File: src/rtl/cascade_pkg.sv
package cascade_pkg;
  localparam int CTRL_INPUTS = 8;
  localparam int IDX_W       = $clog2(CTRL_INPUTS);
  localparam int LINE_W      = IDX_W + 1;
  localparam int VEC_W       = 8;
  localparam int CASC_INPUT  = 2;

  typedef logic [IDX_W-1:0]  idx_t;
  typedef logic [LINE_W-1:0] line_t;

  typedef struct packed {
    logic             spur;
    logic [VEC_W-1:0] num;
    line_t            line;
  } vec_rsp_t;
endpackage

File: src/rtl/cascade_prio_pick.sv
module cascade_prio_pick #(
  parameter int N  = 8,
  localparam int IW = $clog2(N)
) (
  input  logic [N-1:0]  bits,
  output logic          any,
  output logic [IW-1:0] idx
);
  // Lowest set index wins.
  always_comb begin
    any = |bits;
    idx = '0;
    for (int i = N - 1; i >= 0; i--) begin
      if (bits[i]) idx = IW'(i);
    end
  end
endmodule

File: src/rtl/cascade_resolver.sv
module cascade_resolver #(
  parameter int         N         = 8,
  parameter logic [N-1:0] EDGE_ONLY = '0,
  localparam int        IW        = $clog2(N)
) (
  input  logic          clk,
  input  logic          rst_n,
  input  logic [N-1:0]  req,
  input  logic [N-1:0]  level_sel,
  input  logic [N-1:0]  mask,
  input  logic [N-1:0]  force_set,
  input  logic          ack_en,
  input  logic [IW-1:0] ack_idx,
  input  logic          eoi_en,
  input  logic [IW-1:0] eoi_idx,
  output logic          pend,
  output logic [IW-1:0] win
);
  logic [N-1:0] irr_q, isr_q, last_q;
  logic [N-1:0] irr_d, isr_d, ack_oh, eoi_oh, lvl_eff;
  logic          req_any, isr_any;
  logic [IW-1:0] req_idx, isr_idx;

  cascade_prio_pick #(.N(N)) u_pick_req (
    .bits (irr_q & ~mask),
    .any  (req_any),
    .idx  (req_idx)
  );

  cascade_prio_pick #(.N(N)) u_pick_isr (
    .bits (isr_q),
    .any  (isr_any),
    .idx  (isr_idx)
  );

  assign pend = req_any && (!isr_any || (req_idx < isr_idx));
  assign win  = req_idx;

  assign ack_oh  = ack_en ? (N'(1) << ack_idx) : '0;
  assign eoi_oh  = eoi_en ? (N'(1) << eoi_idx) : '0;
  assign lvl_eff = level_sel & ~EDGE_ONLY;

  always_comb begin
    for (int i = 0; i < N; i++) begin
      if (lvl_eff[i]) begin
        irr_d[i] = req[i];
      end else begin
        irr_d[i] = (irr_q[i] | (req[i] & ~last_q[i]) | force_set[i]) & ~ack_oh[i];
      end
    end
    isr_d = (isr_q | ack_oh) & ~eoi_oh;
  end

  always_ff @(posedge clk or negedge rst_n) begin
    if (!rst_n) begin
      irr_q  <= '0;
      isr_q  <= '0;
      last_q <= '0;
    end else begin
      irr_q  <= irr_d;
      isr_q  <= isr_d;
      last_q <= req & ~EDGE_ONLY;
    end
  end
endmodule

File: src/rtl/cascade_ack_ctrl.sv
module cascade_ack_ctrl
  import cascade_pkg::*;
(
  input  logic             clk,
  input  logic             rst_n,
  input  logic             ack_valid,
  output logic             ack_ready,
  input  logic             vec_ready,
  input  logic             m_pend,
  input  idx_t             m_win,
  input  logic             s_pend,
  input  idx_t             s_win,
  input  logic [VEC_W-1:0] base_m,
  input  logic [VEC_W-1:0] base_s,
  output logic             m_ack_en,
  output idx_t             m_ack_idx,
  output logic             s_ack_en,
  output idx_t             s_ack_idx,
  output logic             vec_valid,
  output vec_rsp_t         vec_q
);
  localparam idx_t SPUR_IDX = idx_t'(CTRL_INPUTS - 1);
  localparam idx_t CASC_IDX = idx_t'(CASC_INPUT);

  logic     fire;
  vec_rsp_t rsp_d;

  assign ack_ready = !vec_valid || vec_ready;
  assign fire      = ack_valid && ack_ready;
  assign m_ack_idx = m_win;
  assign s_ack_idx = s_win;

  always_comb begin
    m_ack_en = 1'b0;
    s_ack_en = 1'b0;
    rsp_d    = '0;
    if (!m_pend) begin
      rsp_d.spur = 1'b1;
      rsp_d.num  = {base_m[VEC_W-1:IDX_W], SPUR_IDX};
      rsp_d.line = {1'b0, SPUR_IDX};
    end else if (m_win != CASC_IDX) begin
      m_ack_en   = fire;
      rsp_d.num  = {base_m[VEC_W-1:IDX_W], m_win};
      rsp_d.line = {1'b0, m_win};
    end else begin
      m_ack_en = fire;
      if (s_pend) begin
        s_ack_en   = fire;
        rsp_d.num  = {base_s[VEC_W-1:IDX_W], s_win};
        rsp_d.line = {1'b1, s_win};
      end else begin
        rsp_d.spur = 1'b1;
        rsp_d.num  = {base_s[VEC_W-1:IDX_W], SPUR_IDX};
        rsp_d.line = {1'b1, SPUR_IDX};
      end
    end
  end

  always_ff @(posedge clk or negedge rst_n) begin
    if (!rst_n) begin
      vec_valid <= 1'b0;
      vec_q     <= '0;
    end else if (fire) begin
      vec_valid <= 1'b1;
      vec_q     <= rsp_d;
    end else if (vec_ready) begin
      vec_valid <= 1'b0;
    end
  end
endmodule

File: src/rtl/cascade_intack_top.sv
module cascade_intack_top
  import cascade_pkg::*;
(
  input  logic                      clk,
  input  logic                      rst_n,
  input  logic [2*CTRL_INPUTS-1:0]  irq_lines,
  input  logic [2*CTRL_INPUTS-1:0]  level_sel,
  input  logic [CTRL_INPUTS-1:0]    mask_m,
  input  logic [CTRL_INPUTS-1:0]    mask_s,
  input  logic [VEC_W-1:0]          base_m,
  input  logic [VEC_W-1:0]          base_s,
  input  logic                      ack_valid,
  output logic                      ack_ready,
  input  logic                      eoi_valid,
  input  logic [LINE_W-1:0]         eoi_line,
  output logic                      cpu_int,
  output logic                      vec_valid,
  input  logic                      vec_ready,
  output logic [VEC_W-1:0]          vec_num,
  output logic [LINE_W-1:0]         vec_line,
  output logic                      vec_spurious
);
  localparam logic [CTRL_INPUTS-1:0] CASC_BIT = CTRL_INPUTS'(1) << CASC_INPUT;

  logic     m_pend, s_pend, m_ack_en, s_ack_en;
  idx_t     m_win, s_win, m_ack_idx, s_ack_idx;
  vec_rsp_t vec_q;
  logic [CTRL_INPUTS-1:0] m_req, m_force;

  // Cascade input: an edge is seen every cycle the slave can deliver.
  assign m_req   = irq_lines[CTRL_INPUTS-1:0] & ~CASC_BIT;
  assign m_force = s_pend ? CASC_BIT : '0;

  cascade_resolver #(.N(CTRL_INPUTS), .EDGE_ONLY(CASC_BIT)) u_master (
    .clk       (clk),
    .rst_n     (rst_n),
    .req       (m_req),
    .level_sel (level_sel[CTRL_INPUTS-1:0]),
    .mask      (mask_m),
    .force_set (m_force),
    .ack_en    (m_ack_en),
    .ack_idx   (m_ack_idx),
    .eoi_en    (eoi_valid && !eoi_line[IDX_W]),
    .eoi_idx   (eoi_line[IDX_W-1:0]),
    .pend      (m_pend),
    .win       (m_win)
  );

  cascade_resolver #(.N(CTRL_INPUTS), .EDGE_ONLY('0)) u_slave (
    .clk       (clk),
    .rst_n     (rst_n),
    .req       (irq_lines[2*CTRL_INPUTS-1:CTRL_INPUTS]),
    .level_sel (level_sel[2*CTRL_INPUTS-1:CTRL_INPUTS]),
    .mask      (mask_s),
    .force_set ('0),
    .ack_en    (s_ack_en),
    .ack_idx   (s_ack_idx),
    .eoi_en    (eoi_valid && eoi_line[IDX_W]),
    .eoi_idx   (eoi_line[IDX_W-1:0]),
    .pend      (s_pend),
    .win       (s_win)
  );

  cascade_ack_ctrl u_ack (
    .clk       (clk),
    .rst_n     (rst_n),
    .ack_valid (ack_valid),
    .ack_ready (ack_ready),
    .vec_ready (vec_ready),
    .m_pend    (m_pend),
    .m_win     (m_win),
    .s_pend    (s_pend),
    .s_win     (s_win),
    .base_m    (base_m),
    .base_s    (base_s),
    .m_ack_en  (m_ack_en),
    .m_ack_idx (m_ack_idx),
    .s_ack_en  (s_ack_en),
    .s_ack_idx (s_ack_idx),
    .vec_valid (vec_valid),
    .vec_q     (vec_q)
  );

  assign cpu_int      = m_pend;
  assign vec_num      = vec_q.num;
  assign vec_line     = vec_q.line;
  assign vec_spurious = vec_q.spur;
endmodule

File: config.mk
export PLATFORM = sky130hd
export DESIGN_NAME = cascade_intack_top
export DESIGN_NICKNAME = d
export VERILOG_FILES = /design/src/rtl/cascade_pkg.sv /design/src/rtl/cascade_prio_pick.sv /design/src/rtl/cascade_resolver.sv /design/src/rtl/cascade_ack_ctrl.sv /design/src/rtl/cascade_intack_top.sv
export SDC_FILE = /design/constraint.sdc
export NUM_CORES = 1
export LEC_CHECK = 0
export BUFFER_PORTS_ARGS = -buffer_cell sky130_fd_sc_hd__buf_4
export CAP_MARGIN = 40
export CORE_ASPECT_RATIO = 2
export CORE_MARGIN = 10
export CORE_UTILIZATION = 55
export DETAILED_ROUTE_END_ITERATION = 8
export HOLD_SLACK_MARGIN = 0.03
export MAX_ROUTING_LAYER = met4
export PLACE_DENSITY_LB_ADDON = 0.1
export SYNTH_ARGS = -nofsm -noshare
export SYNTH_HDL_FRONTEND = slang
export SYNTH_HIERARCHICAL = 1
export SYNTH_SLANG_ARGS = --single-unit
File: constraint.sdc
create_clock -name clk -period 6.45 [get_ports clk]
set_input_delay 0.645 -clock clk [delete_from_list [all_inputs] [get_ports clk]]
set_output_delay 0.645 -clock clk [all_outputs]
set_load 0.01 [all_outputs]
==> results of run 1 <==
[cell type report]
type                    instances  area [um^2]
inverters                      15         56.3
fillers                       467         1540
well taps                      61         76.3
multi-input cells             235         1620
repair buffers                 84          628
clock inverters                 3         40.0
clock buffers                  12          246
flip-flops and latches         58         1450
[worst min-delay path by stage]
stage,startpoint,endpoint,depth (start not counted)
after global placement,u_master/irr_q[2],u_master/irr_q[2],2
after CTS,rst_n,u_master/last_q[3],1
after global routing,rst_n,u_master/last_q[3],1
after floorplan,rst_n,u_ack/vec_q[10],0
final,rst_n,u_master/last_q[1],1
after detailed placement,u_ack/vec_q[3],u_ack/vec_q[3],1
[worst register-to-register path: stages, from the launching register on]
cell	delay (ps)
dfrtp_1	380
nor2b_1	180
nor4_2	340
and3b_1	350
ha_1	260
nand2_1	60
nand2_1	50
a31oi_1	410
and4bb_2	470
and3_1	310
and4b_1	340
o21bai_1	90
a21o_1	170
[synth_stat cells, drive strengths merged, types with 4 or more instances]
cell    number
dfrtp       58
nor2        36
nor2b       22
o21bai      19
a21o        17
a21oi       16
nor3        16
inv         15
buf         13
a31oi       11
o32a         8
and4bb       7
nand2        7
and4b        6
mux2i        5
a21boi       4
and3b        4
ha           4
nand2b       4
nand3        4
nor4         4
o21ai        4
o41ai        4
[kinds of logic (layout without fill, tap and decap cells)]
kind of cell    Yosys count  in the layout  share of synthesized area
buf+inv                  28            114                     0.0464
compound gates           88             88                      0.200
other cells               1             16                    0.00119
fa+ha+maj                 4              4                     0.0159
flops                    58             58                      0.460
simple gates            120            120                      0.253
mux                       7              7                     0.0230
[layer usage]
layer	vias up	track usage
li1	1301	-
met1	1311	0.155
met2	58	0.321
met3	14	0.0403
met4	0	0.0948
met5	-	-
[where the power goes]
part,leakage [nW],switching [W],internal (W),total [W]
registers,0.682,0.0000530,0.000432,0.000485
logic,1.13,0.000207,0.000206,0.000412
clock network,0.142,0.000152,0.000305,0.000457
[per-stage QoR]
step | setup WS, ps | utilization
3_5_place_dp | 2530 | 0.677
5_1_grt | 2590 | 0.727
6_report | 2870 | 0.727
4_1_cts | 2870 | 0.727
3_3_place_gp | 2560 | 0.676
2_1_floorplan | 2950 | -
[registers in the layout, indices dropped and copies added, names as in the netlist]
name / flops
u_slave/isr_q: 8
u_slave/irr_q: 8
u_slave/last_q: 8
u_master/isr_q: 8
u_ack/vec_valid: 1
u_master/irr_q: 8
u_master/last_q: 7
u_ack/vec_q: 10
==> run_results.csv, run 1 <==
group,metric,value,unit
placement,hpwl,6.13,mm
floorplanning,die_x,73.5,um
sta,skew,9.78,ps
pwr,ir_drop,0.000276,V
clock_network,clk_pin_slew,50,ps
worst_setup_path,path_cells,"buf_4 > nor2b_1 > nor2_1 > o21ai_0 > a21boi_0 > buf_4 > ha_1 > a21o_1 > a31oi_1 > and4bb_2 > and3_1 > and4b_1 > o21bai_1 > a21o_1",
finish,stdcell_area,4120,um^2
drt,met1Wirelength,2.75,mm
sta,rsz0062_at_grt,"false",
floorplanning,rows,39,
synthesis,avgSynthCellArea,10.3,um^2
finish,stdcell_count,468,
finish,drive_gt1_frac,0.302,
worst_setup_path,worstSetupPathType,"in2reg",
min_path,hold_class,"in2async",
clock_network,cts_sinks,58,
synthesis,synthFlopType,"dfrtp_1",
sta,report.final.hold_viol_count,0,
finish,num_antenna_cells,0,
sta,setup_tns,0,ps
sta,drv_slew,0,
synthesis,synth_area_leaders,"dfrtp_1 (46%), o21bai_1 (4.5%), nor2b_1 (4.4%)",
synthesis,synth_area_leader_cell,"dfrtp_1",
finish,final_common_cell,"buf_4",
synthesis,ys.warnings.count,6,
worst_setup_path,reg2reg_from,"u_master/irr_q[4]",
drt,vias,2684,
synthesis,ys_ff_latch,58,
global_routing,grt_max_degree,59,
worst_setup_path,path_max_fanout,14,
sta,relSlewSlack,0.505,
floorplanning,io_pins,89,
sta,timing.final.crit_share,0.555,
worst_setup_path,crit_path_end,"u_slave/irr_q[5]",
synthesis,netlist_instances,306,
drt,drtAntennaViolNets,0,
flow_run,cap_viol_max_count,0,
worst_setup_path,cpMaxStageDelayCell,"and4bb_2",
global_routing,grt_usage,0.175,
worst_setup_path,critical_path.max_stage_delay,470,ps
sta,setup_viol,0,
worst_setup_path,cp_top_family,"simple AND/OR/NAND/NOR gates",
synthesis,syn-cell-area,3150,um^2
worst_setup_path,arrival,3790,ps
worst_setup_path,crit_buf_inv,2,
drt,firstDrtPassIters,4,
finish,nets,480,
worst_setup_path,start_kind,"primary input",
global_routing,grt_overflow_total,0,
finish,syn2layout_area_growth,30.6,%
placement,place.gp.congestion,0.868,
drt,drcViolationCount,0,
clock_network,root_buffer,"clkbuf_16",
drt,initialDrtViolationCount,108,
synthesis,async_flop_share,1.00,
pwr,power_density,329,nW/um^2
pwr,total_power,0.00135,W
worst_setup_path,worstReg2RegEnd,"u_slave/irr_q[5]",
status,status,"finished, final reports clean",
drt,postRouteWirelength,7.96,mm
floorplanning,die_h,127,um
synthesis,synth_enable_flop_cells,0,
worst_setup_path,end_kind,"register",
clock_network,clock_latency,330,ps
clock_network,cts.htree.levels,3,
global_routing,grt_first_pass_wirelength,12.5,mm
finish,layout_common_cells,"buf_4 (83), dfrtp_1 (58), nor2_1 (36)",
clock_network,cts_hold_buf,0,
floorplanning,core_area,5660,um^2
worst_setup_path,r2r_cells,12,
floorplanning,die_area,9350,um^2
clock_network,cts_setup_buffers,0,
sta,timing.hold.ws,370,ps
clock_network,ctsResizeCount,0,
drt,via_per_inst,5.74,
pwr,p_leak,1.95,nW
sta,worst_pin_slew,743,ps
worst_setup_path,required,6660,ps
synthesis,yosysTopAreaCellShare,0.460,
floorplanning,start_util,0.557,
worst_setup_path,path_depth,14,
drt,wl_met2,4.66,mm
worst_setup_path,r2r_slack,2920,ps
sta,fmax,279,MHz
placement,dp_cells,453,
synthesis,synth_cell_types,43,
sta,period_minus_slack,3580,ps
drt,wire_per_inst,17.0,um
global_routing,grt_antenna_before_repair,0,
drt,dr_wl_met3,325,um
synthesis,synth_seq_area_share,0.460,
clock_network,cts_max_path_buffers,2,
clock_network,cts_buffers,9,
global_routing,grt_pass1_vias,2686,
placement,portBuffers,80,
clock_network,cts_tree,"done",
drt,top_layer,"met4",
worst_setup_path,cp-startpoint,"mask_m[4]",
placement,placed_cell_area,3830,um^2
Power figures use the tool's default switching activity.
==> run 2: changes to the inputs <==
--- a/config.mk
+++ b/config.mk
@@ -5,11 +5,12 @@
 export SDC_FILE = /design/constraint.sdc
 export NUM_CORES = 1
 export LEC_CHECK = 0
+export ABC_AREA = 1
 export BUFFER_PORTS_ARGS = -buffer_cell sky130_fd_sc_hd__buf_4
 export CAP_MARGIN = 40
 export CORE_ASPECT_RATIO = 2
 export CORE_MARGIN = 10
-export CORE_UTILIZATION = 55
+export CORE_UTILIZATION = 48
 export DETAILED_ROUTE_END_ITERATION = 8
 export HOLD_SLACK_MARGIN = 0.03
 export MAX_ROUTING_LAYER = met4
==> constraint.sdc (replaced) <==
create_clock -name clk -period 3.07 [get_ports clk]
set_input_delay 0.307 -clock clk [delete_from_list [all_inputs] [get_ports clk]]
set_output_delay 0.307 -clock clk [all_outputs]
set_load 0.01 [all_outputs]
==> run_results.csv, run 2 <==
group,metric,value,unit
floorplanning,io_pins,89,
clock_network,cts_tree,"done",
sta,report.final.hold_viol_count,0,
worst_setup_path,cp_common_cell,"nand2_1",
synthesis,synthFlopType,"dfrtp_1",
floorplanning,die_area,11200,um^2
global_routing,met1_usage,0.143,
floorplanning,die_h,140,um
floorplanning,die_x,80.1,um
synthesis,ys.warnings.count,6,
worst_setup_path,path_max_fanout,6,
synthesis,yosysTopAreaCellShare,0.418,
finish,regArea,1450,um^2
placement,place.gp.congestion,0.828,
sta,drv_slew,0,
synthesis,avgSynthCellArea,6.98,um^2
global_routing,grt_overflow_total,0,
clock_network,cts_setup_buffers,0,
finish,layout_common_cells,"nand2_1 (150), inv_1 (125), buf_4 (85)",
sta,setup_tns,0,ps
placement,hpwl,6.77,mm
global_routing,grt_max_degree,59,
sta,timing.hold.ws,42.4,ps
clock_network,ctsResizeCount,0,
clock_network,cts_hold_buf,0,
worst_setup_path,worstSetupPathType,"reg2reg",
finish,stdcell_count,691,
sta,skew,4.98,ps
synthesis,netlist_instances,497,
finish,regMostFlops,"u_ack/vec_q",
floorplanning,rows,43,
global_routing,grt_util_met3,0.0365,
finish,stdcell_area,4470,um^2
drt,vias,3179,
drt,initialDrtViolationCount,192,
drt,wire_per_inst,12.4,um
finish,syn2layout_area_growth,28.9,%
sta,worst_pin_slew,746,ps
finish,multi_input_area,1490,um^2
finish,nets,673,
drt,drtAntennaViolNets,0,
global_routing,use_met2,0.312,
global_routing,grt_antenna_before_repair,0,
global_routing,grt_usage,0.166,
finish,drive_gt1_frac,0.200,
sta,setup_viol,0,
placement,place_ws,314,ps
sta,fmax,363,MHz
worst_setup_path,cpMaxStageDelayCell,"dfrtp_1",
floorplanning,core_area,6990,um^2
sta,period_minus_slack,2750,ps
synthesis,yosysMostFrequentCell,"nand2_1",
clock_network,cts_sinks,58,
sta,timing.final.crit_share,0.897,
sta,worst_slack,316,ps
sta,rsz0062_at_grt,"false",
clock_network,cts_buffers,9,
synthesis,synth_cell_types,26,
finish,largest_reg_flops,10,
synthesis,synth_area_leader_cell,"dfrtp_1",
worst_setup_path,path_cells,"inv_1 > nor2_1 > or2_1 > nor3_2 > nor2_1 > ha_1 > nand2_1 > inv_1 > nand2_1 > nand2_1 > a21oi_1 > inv_1 > nor2_8 > nand3_2 > nor2_2 > inv_1 > nor2_2 > nand2_1 > nand2_1 > nand2_1",
worst_setup_path,arrival,2970,ps
global_routing,grt_first_pass_wirelength,14.3,mm
synthesis,synth_enable_flop_cells,0,
clock_network,cts.htree.levels,3,
placement,dp_cells,675,
pwr,p_leak,2.67,nW
finish,num_antenna_cells,0,
min_path,hold_class,"in2async",
worst_setup_path,end_kind,"register",
global_routing,top_usage_layer,"met2",
sta,relSlewSlack,0.503,
global_routing,grt_pass1_vias,3312,
worst_setup_path,required,3280,ps
drt,postRouteWirelength,8.59,mm
finish,n_fill_cell,664,
clock_network,root_buffer,"clkbuf_16",
finish,final_common_cell,"nand2_1",
clock_network,cts_max_path_buffers,2,
drt,via_per_inst,4.60,
floorplanning,start_util,0.496,
synthesis,syn-cell-area,3470,um^2
synthesis,synth_seq_area_share,0.418,
flow_run,cap_viol_max_count,0,
pwr,power_density,663,nW/um^2
worst_setup_path,critical_path.max_stage_delay,380,ps
pwr,ir_drop,0.000531,V
synthesis,async_flop_share,1.00,
clock_network,clock_latency,320,ps
drt,drcViolationCount,0,
synthesis,synth_area_leaders,"dfrtp_1 (42%), nand2_1 (16%), inv_1 (14%)",
placement,placed_cell_area,4170,um^2
placement,portBuffers,80,
drt,firstDrtPassIters,4,
worst_setup_path,start_kind,"register",
synthesis,yosys-top-cells-count,"nand2_1 (150), inv_1 (125), dfrtp_1 (58), nor2_1 (50), a21oi_1 (17)",
clock_network,clk_pin_slew,50,ps
synthesis,ys_ff_latch,58,
status,status,"finished, final reports clean",
[run 2: changes by cell type after synthesis, moves of 14 or more]
| cell | change |
|---|---|
| nor2_1 | +14 |
| nor2b_1 | -22 |
| a21o_1 | -17 |
| o21bai_1 | -19 |
| nand2_1 | +143 |
| inv_1 | +110 |
[run 2: report_power, final]
| part | switching [W] | internal [W] | total (W) | leakage, nW |
|---|---|---|---|---|
| clock network | 0.000325 | 0.000670 | 0.000995 | 0.147 |
| logic | 0.000565 | 0.000408 | 0.000973 | 1.84 |
| registers | 0.0000906 | 0.000907 | 0.000997 | 0.679 |
| total | 0.000980 | 0.00199 | 0.00297 | 2.67 |
[run 2: metrics by stage]
| stage | utilization | total power, W |
|---|---|---|
| global route | 0.639 | 0.00318 |
| detailed placement | 0.596 | 0.00198 |
| CTS | 0.639 | 0.00300 |
| finish | 0.639 | 0.00297 |
| global placement | 0.596 | 0.00195 |
| floorplan | - | 0.00167 |
[run 2: routing by layer]
| metal | part of all wire | vias to the layer above | wire, um |
|---|---|---|---|
| met5 | 0 | - | 0 |
| met4 | 0.024 | 0 | 206 |
| met3 | 0.041 | 15 | 351 |
| met2 | 0.58 | 72 | 5000 |
| met1 | 0.35 | 1432 | 3030 |
| li1 | - | 1660 | - |
[run 2: worst max-delay path, delay by kind of cell, from the launching register on]
family	cells	cell delay (ps)
fa+ha+maj	1	310
buf+inv	4	280
simple gates	14	1500
flops	1	380
compound gates	1	170
[run 2: path summary, 6_finish.rpt]
check                                   from            endpoint  slack, ps  cells after the start
hold reg to reg              u_ack/vec_q[11]     u_ack/vec_q[11]        480                      2
hold / removal                         rst_n     u_ack/vec_q[10]         40                      1
setup reg to reg           u_master/irr_q[6]    u_slave/irr_q[0]        320                     20
min in group clk               irq_lines[10]   u_slave/last_q[2]        110                      1
max in group asynchronous              rst_n  u_master/last_q[3]       2520                      1
setup / recovery           u_master/irr_q[6]    u_slave/irr_q[0]        320                     20
[run 2: cell families after synthesis]
group	after synthesis	synth area share
adders and majority gates	4	0.0144
AOI/OAI and AO/OA	48	0.0851
DFF	58	0.418
and+or+nand+nor	245	0.311
buffers and inverters	141	0.170
other	1	0.00108
[run 2: layout make-up]
class / count / area share
well taps: 90 / 0.0252
multi-input cells: 313 / 0.332
clock inverters: 2 / 0.00784
repair buffers: 85 / 0.143
clock buffers: 14 / 0.0591
inverters: 129 / 0.108
flip-flops and latches: 58 / 0.325
==> run 3: changes to the inputs <==
--- a/config.mk
+++ b/config.mk
@@ -5,12 +5,12 @@
 export SDC_FILE = /design/constraint.sdc
 export NUM_CORES = 1
 export LEC_CHECK = 0
-export ABC_AREA = 1
+export ABC_AREA = 0
 export BUFFER_PORTS_ARGS = -buffer_cell sky130_fd_sc_hd__buf_4
 export CAP_MARGIN = 40
 export CORE_ASPECT_RATIO = 2
 export CORE_MARGIN = 10
-export CORE_UTILIZATION = 48
+export CORE_UTILIZATION = 47
 export DETAILED_ROUTE_END_ITERATION = 8
 export HOLD_SLACK_MARGIN = 0.03
 export MAX_ROUTING_LAYER = met4
==> run_results.csv, run 3 (synthesis gave the netlist of run 1 again) <==
group,metric,value,unit
status,status,"finished, final reports clean",
sta,setup_viol,0,
finish,stdcell_area,4230,um^2
floorplanning,die_x,77.9,um
sta,report.final.hold_viol_count,0,
min_path,hold_class,"in2async",
sta,period_minus_slack,2820,ps
finish,layout_common_cells,"buf_4 (90), dfrtp_1 (58), nor2_1 (36)",
finish,largest_reg_flops,10,
clock_network,cts_sinks,58,
finish,stdcell_count,501,
clock_network,clock_latency,320,ps
global_routing,grt_first_pass_wirelength,13.4,mm
placement,portBuffers,80,
global_routing,grt_pass1_vias,2888,
sta,worst_slack,249,ps
finish,final_common_cell,"buf_4",
sta,setup_tns,0,ps
clock_network,cts_tree,"done",
worst_setup_path,arrival,3030,ps
global_routing,grt_antenna_before_repair,0,
sta,skew,5.40,ps
sta,timing.final.crit_share,0.919,
placement,place_ws,184,ps
sta,timing.hold.ws,47.4,ps
sta,worst_pin_slew,741,ps
global_routing,grt_overflow_total,0,
sta,rsz0062_at_grt,"false",
worst_setup_path,end_kind,"register",
drt,initialDrtViolationCount,105,
global_routing,grt_max_degree,59,
placement,placed_cell_area,3920,um^2
pwr,power_density,700,nW/um^2
pwr,p_leak,1.99,nW
floorplanning,io_pins,89,
worst_setup_path,required,3280,ps
finish,nets,486,
clock_network,cts.htree.levels,3,
worst_setup_path,path_max_fanout,8,
sta,fmax,354,MHz
clock_network,root_buffer,"clkbuf_16",
placement,place.gp.congestion,0.831,
worst_setup_path,start_kind,"register",
worst_setup_path,worstSetupPathType,"reg2reg",
floorplanning,die_area,10600,um^2
finish,syn2layout_area_growth,34.1,%
drt,via_per_inst,5.33,
worst_setup_path,r2r_slack,250,ps
finish,regMostFlops,"u_ack/vec_q",
drt,firstDrtPassIters,4,
global_routing,grt_usage,0.164,
floorplanning,start_util,0.480,
drt,vias,2669,
finish,drive_gt1_frac,0.327,
pwr,ir_drop,0.000493,V
clock_network,cts_buffers,9,
placement,dp_cells,486,
floorplanning,rows,42,
sta,relSlewSlack,0.506,
drt,drcViolationCount,0,
sta,drv_slew,0,
clock_network,clk_pin_slew,50,ps
floorplanning,die_h,136,um
floorplanning,core_area,6570,um^2
clock_network,cts_max_path_buffers,2,
flow_run,cap_viol_max_count,0,
finish,num_antenna_cells,0,
drt,drtAntennaViolNets,0,
drt,wire_per_inst,16.4,um
placement,hpwl,6.43,mm
drt,postRouteWirelength,8.22,mm
-- run 3: changes by cell type in the layout (fill, tap and decap cells not counted), sizes merged, moves of 17 or more --
cell / change
nand2: -145
nor2b: +22
inv: -114
a21o: +17
nor2: -21
o21bai: +19
-- run 3: path summary, 6_finish.rpt --
path,to,start,cells past startpoint
min reg2reg,u_ack/vec_q[3],u_ack/vec_q[3],1
max in group asynchronous,u_ack/vec_q[4],rst_n,1
min,u_master/last_q[3],rst_n,1
max reg2reg,u_slave/irr_q[1],u_master/irr_q[4],12
max,u_slave/irr_q[1],u_master/irr_q[4],12
min in group clk,u_master/last_q[6],irq_lines[6],1
-- run 3: final cells by class --
class                   instances  area [um^2]
multi-input cells             235         1630
inverters                      15         56.3
well taps                      88          110
repair buffers                 90          676
clock inverters                 2         35.0
fillers                       570         2340
flip-flops and latches         58         1450
clock buffers                  13          270
-- run 3: routing by layer --
layer,vias to the layer above,part of all wire,global-route usage
met2,58,0.60,0.310
met3,14,0.040,0.0430
met5,-,0,-
met4,0,0.024,0.0862
met1,1283,0.34,0.142
li1,1314,-,-
-- run 3: stage by stage --
stage | utilization | power, W
after floorplan | - | 0.00159
after global placement | 0.597 | 0.00193
after detailed placement | 0.597 | 0.00197
after CTS | 0.643 | 0.00299
after global routing | 0.644 | 0.00313
final | 0.644 | 0.00296
-- run 3: report_power, final --
group	switching (W)	internal (W)	leakage (nW)	total, W
logic	0.000442	0.000485	1.15	0.000927
registers	0.000117	0.000907	0.682	0.00102
clock network	0.000322	0.000687	0.152	0.00101
-- run 3: worst max-delay path: stages, from the launching register on --
cell	delay, ps
dfrtp_1	370
nor2b_1	170
nor4_2	310
and3b_1	230
ha_1	190
nand2_1	60
nand2_1	60
a31oi_2	170
and4bb_2	270
and3_1	290
and4bb_1	340
o21bai_1	80
a21o_1	170
-- run 3: what timing repair did --
action	CTS	global route
resized for setup	0	4
buffers inserted	0	0
hold buffers	0	0
endpoints found under the setup margin	0	7
